$ cat src/rtl/sld_pkg.sv
package sld_pkg;
  localparam int DEF_NUM_REC = 4;
  localparam int DEF_BASE_W  = 8;
  localparam int DEF_OFF_W   = 16;
  localparam int DEF_SIZE_W  = 4;
endpackage

$ cat src/rtl/sld_record_bank.sv
module sld_record_bank
  import sld_pkg::*;
#(
  parameter int NUM_REC = DEF_NUM_REC,
  parameter int BASE_W  = DEF_BASE_W,
  parameter int OFF_W   = DEF_OFF_W,
  parameter int SIZE_W  = DEF_SIZE_W,
  localparam int CNT_W  = $clog2(NUM_REC + 1)
) (
  input  logic                             clk_i,
  input  logic                             rst_ni,
  input  logic                             clear_i,
  input  logic                             wr_i,
  input  logic                             wr_known_i,
  input  logic [BASE_W-1:0]                wr_base_i,
  input  logic [OFF_W-1:0]                 wr_off_i,
  input  logic [SIZE_W-1:0]                wr_size_i,
  output logic [NUM_REC-1:0]               live_o,
  output logic [NUM_REC-1:0][BASE_W-1:0]   base_o,
  output logic [NUM_REC-1:0][OFF_W-1:0]    off_o,
  output logic [NUM_REC-1:0][SIZE_W-1:0]   size_o,
  output logic [CNT_W-1:0]                 cnt_o
);
  localparam logic [CNT_W-1:0] FULL = CNT_W'(NUM_REC);

  logic [CNT_W-1:0] cnt_q;
  logic             take;

  // A record slot is consumed only by a sized store while room remains and no clear is pending.
  assign take = wr_i && wr_known_i && !clear_i && (cnt_q != FULL);

  always_ff @(posedge clk_i or negedge rst_ni) begin
    if (!rst_ni)       cnt_q <= '0;
    else if (clear_i)  cnt_q <= '0;
    else if (take)     cnt_q <= cnt_q + 1'b1;
  end

  genvar gi;
  generate
    for (gi = 0; gi < NUM_REC; gi++) begin : g_slot
      logic [BASE_W-1:0] base_q;
      logic [OFF_W-1:0]  off_q;
      logic [SIZE_W-1:0] size_q;
      logic              sel;
      assign sel = take && (cnt_q == CNT_W'(gi));
      always_ff @(posedge clk_i or negedge rst_ni) begin
        if (!rst_ni) begin
          base_q <= '0;
          off_q  <= '0;
          size_q <= '0;
        end else if (sel) begin
          base_q <= wr_base_i;
          off_q  <= wr_off_i;
          size_q <= wr_size_i;
        end
      end
      assign live_o[gi] = CNT_W'(gi) < cnt_q;
      assign base_o[gi] = base_q;
      assign off_o[gi]  = off_q;
      assign size_o[gi] = size_q;
    end
  endgenerate

  assign cnt_o = cnt_q;

  assert_cnt_bound_R2: assert property (@(posedge clk_i) disable iff (!rst_ni)
    cnt_q <= FULL);
  assert_full_drop_R2: assert property (@(posedge clk_i) disable iff (!rst_ni)
    (cnt_q == FULL && !clear_i) |=> cnt_q == FULL);
  assert_unknown_skip_R3: assert property (@(posedge clk_i) disable iff (!rst_ni)
    (wr_i && !wr_known_i && !clear_i) |=> $stable(cnt_q));
  assert_clear_empty_R9: assert property (@(posedge clk_i) disable iff (!rst_ni)
    clear_i |=> cnt_q == '0);
  assert_one_step_R2: assert property (@(posedge clk_i) disable iff (!rst_ni)
    (!clear_i && wr_i && wr_known_i && cnt_q != FULL) |=> cnt_q == $past(cnt_q) + 1'b1);
endmodule

$ cat src/rtl/sld_interval_cmp.sv
module sld_interval_cmp
  import sld_pkg::*;
#(
  parameter int BASE_W = DEF_BASE_W,
  parameter int OFF_W  = DEF_OFF_W,
  parameter int SIZE_W = DEF_SIZE_W,
  localparam int EXT_W = OFF_W + 1
) (
  input  logic              live_i,
  input  logic [BASE_W-1:0] s_base_i,
  input  logic [OFF_W-1:0]  s_off_i,
  input  logic [SIZE_W-1:0] s_size_i,
  input  logic [BASE_W-1:0] l_base_i,
  input  logic [OFF_W-1:0]  l_off_i,
  input  logic [SIZE_W-1:0] l_size_i,
  output logic              match_o
);
  logic signed [EXT_W-1:0] s_ext, l_ext, s_end, l_end, s_len, l_len;
  logic                    same_base, same_off, s_below;

  always_comb begin
    s_ext = $signed({s_off_i[OFF_W-1], s_off_i});
    l_ext = $signed({l_off_i[OFF_W-1], l_off_i});
    s_len = $signed({{(EXT_W-SIZE_W){1'b0}}, s_size_i});
    l_len = $signed({{(EXT_W-SIZE_W){1'b0}}, l_size_i});
    s_end = s_ext + s_len;
    l_end = l_ext + l_len;
    same_base = (s_base_i == l_base_i);
    same_off  = (s_ext == l_ext);
    s_below   = (s_ext < l_ext);
    match_o = 1'b0;
    if (live_i && same_base) begin
      if (same_off)      match_o = 1'b1;
      else if (s_below)  match_o = (s_end > l_ext);
      else               match_o = (l_end > s_ext);
    end
  end
endmodule

$ cat src/rtl/sld_overlap_top.sv
module sld_overlap_top
  import sld_pkg::*;
#(
  parameter int NUM_REC = DEF_NUM_REC,
  parameter int BASE_W  = DEF_BASE_W,
  parameter int OFF_W   = DEF_OFF_W,
  parameter int SIZE_W  = DEF_SIZE_W
) (
  input  logic              clk_i,
  input  logic              rst_ni,
  input  logic              grp_clear_i,
  input  logic              st_valid_i,
  input  logic              st_size_known_i,
  input  logic [BASE_W-1:0] st_base_i,
  input  logic [OFF_W-1:0]  st_off_i,
  input  logic [SIZE_W-1:0] st_size_i,
  input  logic              ld_valid_i,
  input  logic              ld_size_known_i,
  input  logic [BASE_W-1:0] ld_base_i,
  input  logic [OFF_W-1:0]  ld_off_i,
  input  logic [SIZE_W-1:0] ld_size_i,
  output logic              hit_o
);
  localparam int CNT_W = $clog2(NUM_REC + 1);

  logic [NUM_REC-1:0]             live;
  logic [NUM_REC-1:0][BASE_W-1:0] r_base;
  logic [NUM_REC-1:0][OFF_W-1:0]  r_off;
  logic [NUM_REC-1:0][SIZE_W-1:0] r_size;
  logic [CNT_W-1:0]               cnt;
  logic [NUM_REC-1:0]             match;

  sld_record_bank #(
    .NUM_REC(NUM_REC), .BASE_W(BASE_W), .OFF_W(OFF_W), .SIZE_W(SIZE_W)
  ) u_bank (
    .clk_i      (clk_i),
    .rst_ni     (rst_ni),
    .clear_i    (grp_clear_i),
    .wr_i       (st_valid_i),
    .wr_known_i (st_size_known_i),
    .wr_base_i  (st_base_i),
    .wr_off_i   (st_off_i),
    .wr_size_i  (st_size_i),
    .live_o     (live),
    .base_o     (r_base),
    .off_o      (r_off),
    .size_o     (r_size),
    .cnt_o      (cnt)
  );

  genvar gi;
  generate
    for (gi = 0; gi < NUM_REC; gi++) begin : g_cmp
      sld_interval_cmp #(
        .BASE_W(BASE_W), .OFF_W(OFF_W), .SIZE_W(SIZE_W)
      ) u_cmp (
        .live_i   (live[gi]),
        .s_base_i (r_base[gi]),
        .s_off_i  (r_off[gi]),
        .s_size_i (r_size[gi]),
        .l_base_i (ld_base_i),
        .l_off_i  (ld_off_i),
        .l_size_i (ld_size_i),
        .match_o  (match[gi])
      );

      assert_other_base_R7: assert property (@(posedge clk_i) disable iff (!rst_ni)
        (r_base[gi] != ld_base_i) |-> !match[gi]);
      assert_exact_R4: assert property (@(posedge clk_i) disable iff (!rst_ni)
        (live[gi] && r_base[gi] == ld_base_i && r_off[gi] == ld_off_i) |-> match[gi]);
    end
  endgenerate

  // The check runs only for a sized load while the group holds at least one store.
  assign hit_o = ld_valid_i && ld_size_known_i && (cnt != '0) && (|match);

  assert_gate_R8: assert property (@(posedge clk_i) disable iff (!rst_ni)
    hit_o |-> (ld_valid_i && ld_size_known_i && cnt != '0));
  assert_live_order_R2: assert property (@(posedge clk_i) disable iff (!rst_ni)
    $countones(live) == int'(cnt));
endmodule

$ cat config.mk
export PLATFORM = sky130hd
export DESIGN_NAME = sld_overlap_top
export DESIGN_NICKNAME = d
export VERILOG_FILES = /design/src/rtl/sld_pkg.sv /design/src/rtl/sld_record_bank.sv /design/src/rtl/sld_interval_cmp.sv /design/src/rtl/sld_overlap_top.sv
export SDC_FILE = /design/constraint.sdc
export NUM_CORES = 1
export LEC_CHECK = 0
export BUFFER_PORTS_ARGS = -buffer_cell sky130_fd_sc_hd__buf_2
export CORE_MARGIN = 3
export CORE_UTILIZATION = 63
export DETAILED_ROUTE_END_ITERATION = 10
export PLACE_DENSITY = 0.78
export SLEW_MARGIN = 10
export SYNTH_ARGS = -nofsm -noshare
export SYNTH_HDL_FRONTEND = slang
export SYNTH_SLANG_ARGS = --single-unit
export TNS_END_PERCENT = 100
$ cat constraint.sdc
create_clock -name clk_i -period 8.05 [get_ports clk_i]
set_clock_uncertainty 0.2 [all_clocks]
set_input_delay 1.61 -clock clk_i [delete_from_list [all_inputs] [get_ports clk_i]]
set_output_delay 1.61 -clock clk_i [all_outputs]
set_load 0.03 [all_outputs]
* Yosys cells after proc, flatten, opt, wreduce, memory -nomap -nowiden *
Index checks and enable logic that the tools add are counted.

word-level totals
  register bits = 115
  bits of input ports = 63
  word-level logic and storage cells = 80

cells by class
  $add $sub $neg = 6
  order comparisons = 16
  eq/ne operators = 12
  mux-type cells = 14
  reductions and logical operators = 19

operators with widths
  kind                   number
  $gt A17 B16 Y1         8
  $add A16 B5 Y17        5
  $eq A16 B16 Y1         4
  $lt A16 B16 Y1         4
  $eq A8 B8 Y1           4
  $logic_and A1 B1 Y1    14
  $mux W1                12
  $eq A3 B2 Y1 const B   2
  $lt A1 B3 Y1 const A   2
  $lt A2 B3 Y1 const A   2
  $mux W3                2
  $reduce_or A4 Y1       1
  $add A3 B1 Y3 const B  1
  $eq A3 B1 Y1 const B   1
  $logic_not A3 Y1       1
  $ne A3 B3 Y1 const B   1
  $reduce_bool A3 Y1     1
  $reduce_bool A2 Y1     1
  $logic_not A1 Y1       1

* Logic depth before layout (Yosys ltp) *
  word-level depth = 7
  depth in mapped cells = 20
  depth with buffers taken out = 20

* Cells and area by module *
A second synthesis with hierarchy kept.

second synthesis, totals
  cell total of the unflattened synthesis = 1363
  area total of the unflattened synthesis = 12597.1 µm²

by module, submodules not included
  module                                  instances  cells each  area each (µm²)  seq. area each (µm²)
  sld_interval_cmp at g_cmp[0].u_cmp ...  3          276         2004.4           0.0
  sld_record_bank                         1          263         4598.2           2877.8
  sld_interval_cmp at g_cmp[1].u_cmp      1          269         1966.9           0.0
  sld_overlap_top                         1          3           18.8             0.0

* Worst setup path after synthesis *
No wires, ideal clock.

  kind = input to output
  start point = input ld_off_i[1]
  end point = output hit_o
  data arrival time = 5.278 ns
  data required time = 6.240 ns
  setup slack = 0.962 ns
  stages = 17
  path buffers = 0
  path through = inv_1 -> fa_1 -> nor2b_1 -> o21ai_0 -> nand2b_1 -> and2_1 -> nand2b_1 -> or2_2 -> o31a_1 -> ha_1 -> nand2_1 -> or4_1 -> nand4_1 -> a31oi_1 -> a22oi_1 -> o2111ai_1 -> a31oi_1

on the way
  longest elaborated chain between the ends = 7
  elaborated cells between the ends (all ways) = 31
  those cells by class = add/sub: 1; order compare: 12; eq/ne: 4; mux: 12; reduce/logical: 2

ends and longest elaborated chain
  what                     line                    RTL
  start: declaration       sld_overlap_top.sv:20   input logic [OFF_W-1:0] ld_off_i,
  $add A16 B5 Y17          sld_interval_cmp.sv:27  l_end = l_ext + l_len;
  $gt A17 B16 Y1           sld_interval_cmp.sv:35  else match_o = (l_end > s_ext);
  $mux W1                  sld_interval_cmp.sv:34  else if (s_below) match_o = (s_end > l_ext);
  $mux W1                  sld_interval_cmp.sv:33  if (same_off) match_o = 1'b1;
  $mux W1                  sld_interval_cmp.sv:32  if (live_i && same_base) begin
  $reduce_or A4 Y1 (*)     sld_overlap_top.sv:75   assign hit_o = ld_valid_i && ld_size_known_i && (cnt != '0) && (|match);
  $logic_and A1 B1 Y1 (*)  sld_overlap_top.sv:75
  end: declaration         sld_overlap_top.sv:22   output logic hit_o

Every way passes the cells marked *; elsewhere a longest branch is shown, timed or not.

* Worst setup path after layout *
  start point = input ld_off_i[0]
  end point = output hit_o

The elaborated chain is that of the path after synthesis.

==> metrics.txt <==
CTS tree yes; max-cap viol count 0; non-filler cells, final 1,530; Cells after Synth 1,228; Synth cell types 60; total core area 16,800 um2; gpl congestion 0.898; nets 1,588; initial antenna violation count 1; Setup Viol. Count Final 0; Hold EP u_bank.g_slot[2].size_q[0]; crit-path leading delay family compound AO/OA/AOI/OAI gates; ys flop type dfrtp_1; critical path cell sequence buf_2 -> ha_1 -> inv_1 -> fa_1 -> nor2b_1 -> o21ai_0 -> nand2b_1 -> and2_1 -> nand2b_1 -> or2_2 -> nor2_1 -> xnor2_1 -> ha_1 -> a21o_1 -> a211oi_1 -> o21ai_0 -> o211a_1 -> o311ai_0 -> a31oi_1 -> buf_2; Post-Place Cells 1,498; vias per inst 6.11; die width 138 um; achievable frequency 129 MHz; Top Ports 64; flop2flop setup slack 5340 ps; final setup TNS 0 ps; post-CTS sizing 0; Num CTS Buffers 17; Crit. End Element output port; Yosys warning total 0; worst-case clock buffer depth 2; drt pass-1 iters 5; normalized max-slew margin 36.7%; Skew-Pair Late Insertion Delay 430 ps; PD cells 248 nW/um2; vias post-DR 9,355; Final ANT Viol Nets 0; CP Max Fanout 9; worst vdd ir 196 uV; Period Utilization, post-route 96.3%; GRT Util Overall 33.2%; post-route minimum period 7750 ps; CTS Hold Bufs 0; remaining global-route overflow 0; Post-synth EDFFs 0; crit path max-delay cell type o311ai_0; Area Overhead vs Synth 10.4%; WP data required 6240 ps; Avg Cell Area, Syn 8.93 um2; Max Slew Vio Count 0; Row Count 47; Clock Sinks 115; register area share after synthesis 26.2%; Worst Hold Class reg2reg; global-route wire length before repair 48.4 mm; status completed; vias in the first global route 9,310; slew at the pin closest to its max-slew limit 949 ps; die height 138 um; RR Endpoint u_bank.g_slot[1].base_q[2]; largest net degree at the start of global routing 71; r2r startpoint u_bank.cnt_o[0]; Iteration-0 DRC Markers 718; Port-buffer cells 63; Setup crit start kind input port; clk slew on worst S/H paths 60 ps; layout cell share with drive strength beyond 1 12.1%; R2R cell count 6; # Post-CTS Setup Buffers 0; antenna diode count 0; Synth Cell Area 11,000 um2; Hold Crit Start u_bank.g_slot[2].size_q[0]; CP bufs+invs 3; htree depth 4; Tot Pwr 3.00 mW; leakage 5.81 nW; Starting Density 65.2%; drt wl/cell 19.8 um; RSZ-0062 raised after global routing false; routed wire length 30.3 mm; Synth async-reset ratio 100%; drt drc 0; Root Buffer clkbuf_16; worst setup path category in2out; Hold Violations, Final 0; Hold Path Depth 1; Die ar. 19,000 um2; Slowest Stage Delay on Critical Path 510 ps; Arrival @ worst endpoint 5940 ps; DP HPWL 23.6 mm; Seq cells post-synth 115; syn nets 1,519
cells by family (layout without fill, tap and decap cells):
group / Yosys count / in the layout / synth area share [%]
muxes: 47 / 47 / 4.85
xor gates and xnor gates: 101 / 101 / 8.07
AOI/OAI and AO/OA: 250 / 250 / 13.8
adders and majority gates: 228 / 228 / 26.4
DFF: 115 / 115 / 26.2
buffers and inverters: 127 / 209 / 4.44
and+or+nand+nor: 360 / 360 / 16.3
per-stage QoR:
stage	cell area, um2	setup slack [ps]	util (%)	hold slack (ps)
finish	12100	298	72.0	325
global route	12100	35.5	72.0	338
CTS	12100	403	72.0	331
detailed placement	11500	407	68.6	315
global placement	11500	536	68.6	309
floorplan	11000	962	-	287
registers in the layout (all words and copies together) (netlist names):
name,count
u_bank.g_slot.off_q,64
u_bank.cnt_o,3
u_bank.g_slot.size_q,16
u_bank.g_slot.base_q,32
synthesized netlist by cell type (all sizes together), types with 6 or more instances:
cell type	instances	area (um2)
xor2	12	105
nor2	51	191
nand4	50	319
nor2b	16	100
or2	7	43.8
buf	6	32.5
a31oi	10	62.6
nand2b	9	56.3
dfrtp	115	2880
a21oi	61	305
xnor2	89	780
clkbuf	12	45.0
mux2	46	522
nand3	45	225
o21ai	97	485
nor3	25	130
a211oi	15	123
ha	223	2790
nand2	129	484
a21o	22	165
nor4	9	71.3
inv	109	409
per-layer routing:
metal / global-route usage [%] / wire length, um / part of all wire (%) / vias up
li1: - / - / - / 4564
met1: 42.7 / 13100 / 43 / 4350
met2: 54.2 / 13700 / 45 / 349
met3: 6.53 / 2220 / 7.3 / 90
met4: 14.7 / 1300 / 4.3 / 2
met5: 0 / 13 / 0.043 / -
power by group:
part / total [mW] / switching (mW) / internal (mW)
clock: 0.755 / 0.321 / 0.434
sequential: 0.821 / 0.127 / 0.694
combinational: 1.42 / 0.789 / 0.635
total: 3.00 / 1.24 / 1.76
how the worst max path moves through the flow:
| stage | from | endpoint | slack, ps | cells past startpoint |
|---|---|---|---|---|
| final | ld_off_i[0] | hit_o | 300 | 20 |
| after global routing | ld_off_i[0] | hit_o | 40 | 22 |
| after CTS | ld_off_i[0] | hit_o | 400 | 20 |
| after detailed placement | ld_off_i[0] | hit_o | 410 | 20 |
| after global placement | ld_off_i[0] | hit_o | 540 | 20 |
| after floorplan | ld_off_i[1] | hit_o | 960 | 17 |
placed cells by master (no fill, tap or decap), drive strengths merged, types with 45 or more instances in the layout:
master  instances
ha            223
nand2         129
inv           118
dfrtp         115
o21ai          97
xnor2          89
buf            68
a21oi          61
nor2           51
nand4          50
mux2           46
nand3          45
area by class of cell:
type                       count  area [um2]
clock buffer                  18         429
clock inverter                14         143
fill                        1321        4710
inverter                     109         409
multi-input combinational    986        7610
sequential                   115        2880
tap                          220         275
timing repair buffer          68         355
Note: power is estimated with default switching activity, not from simulation.
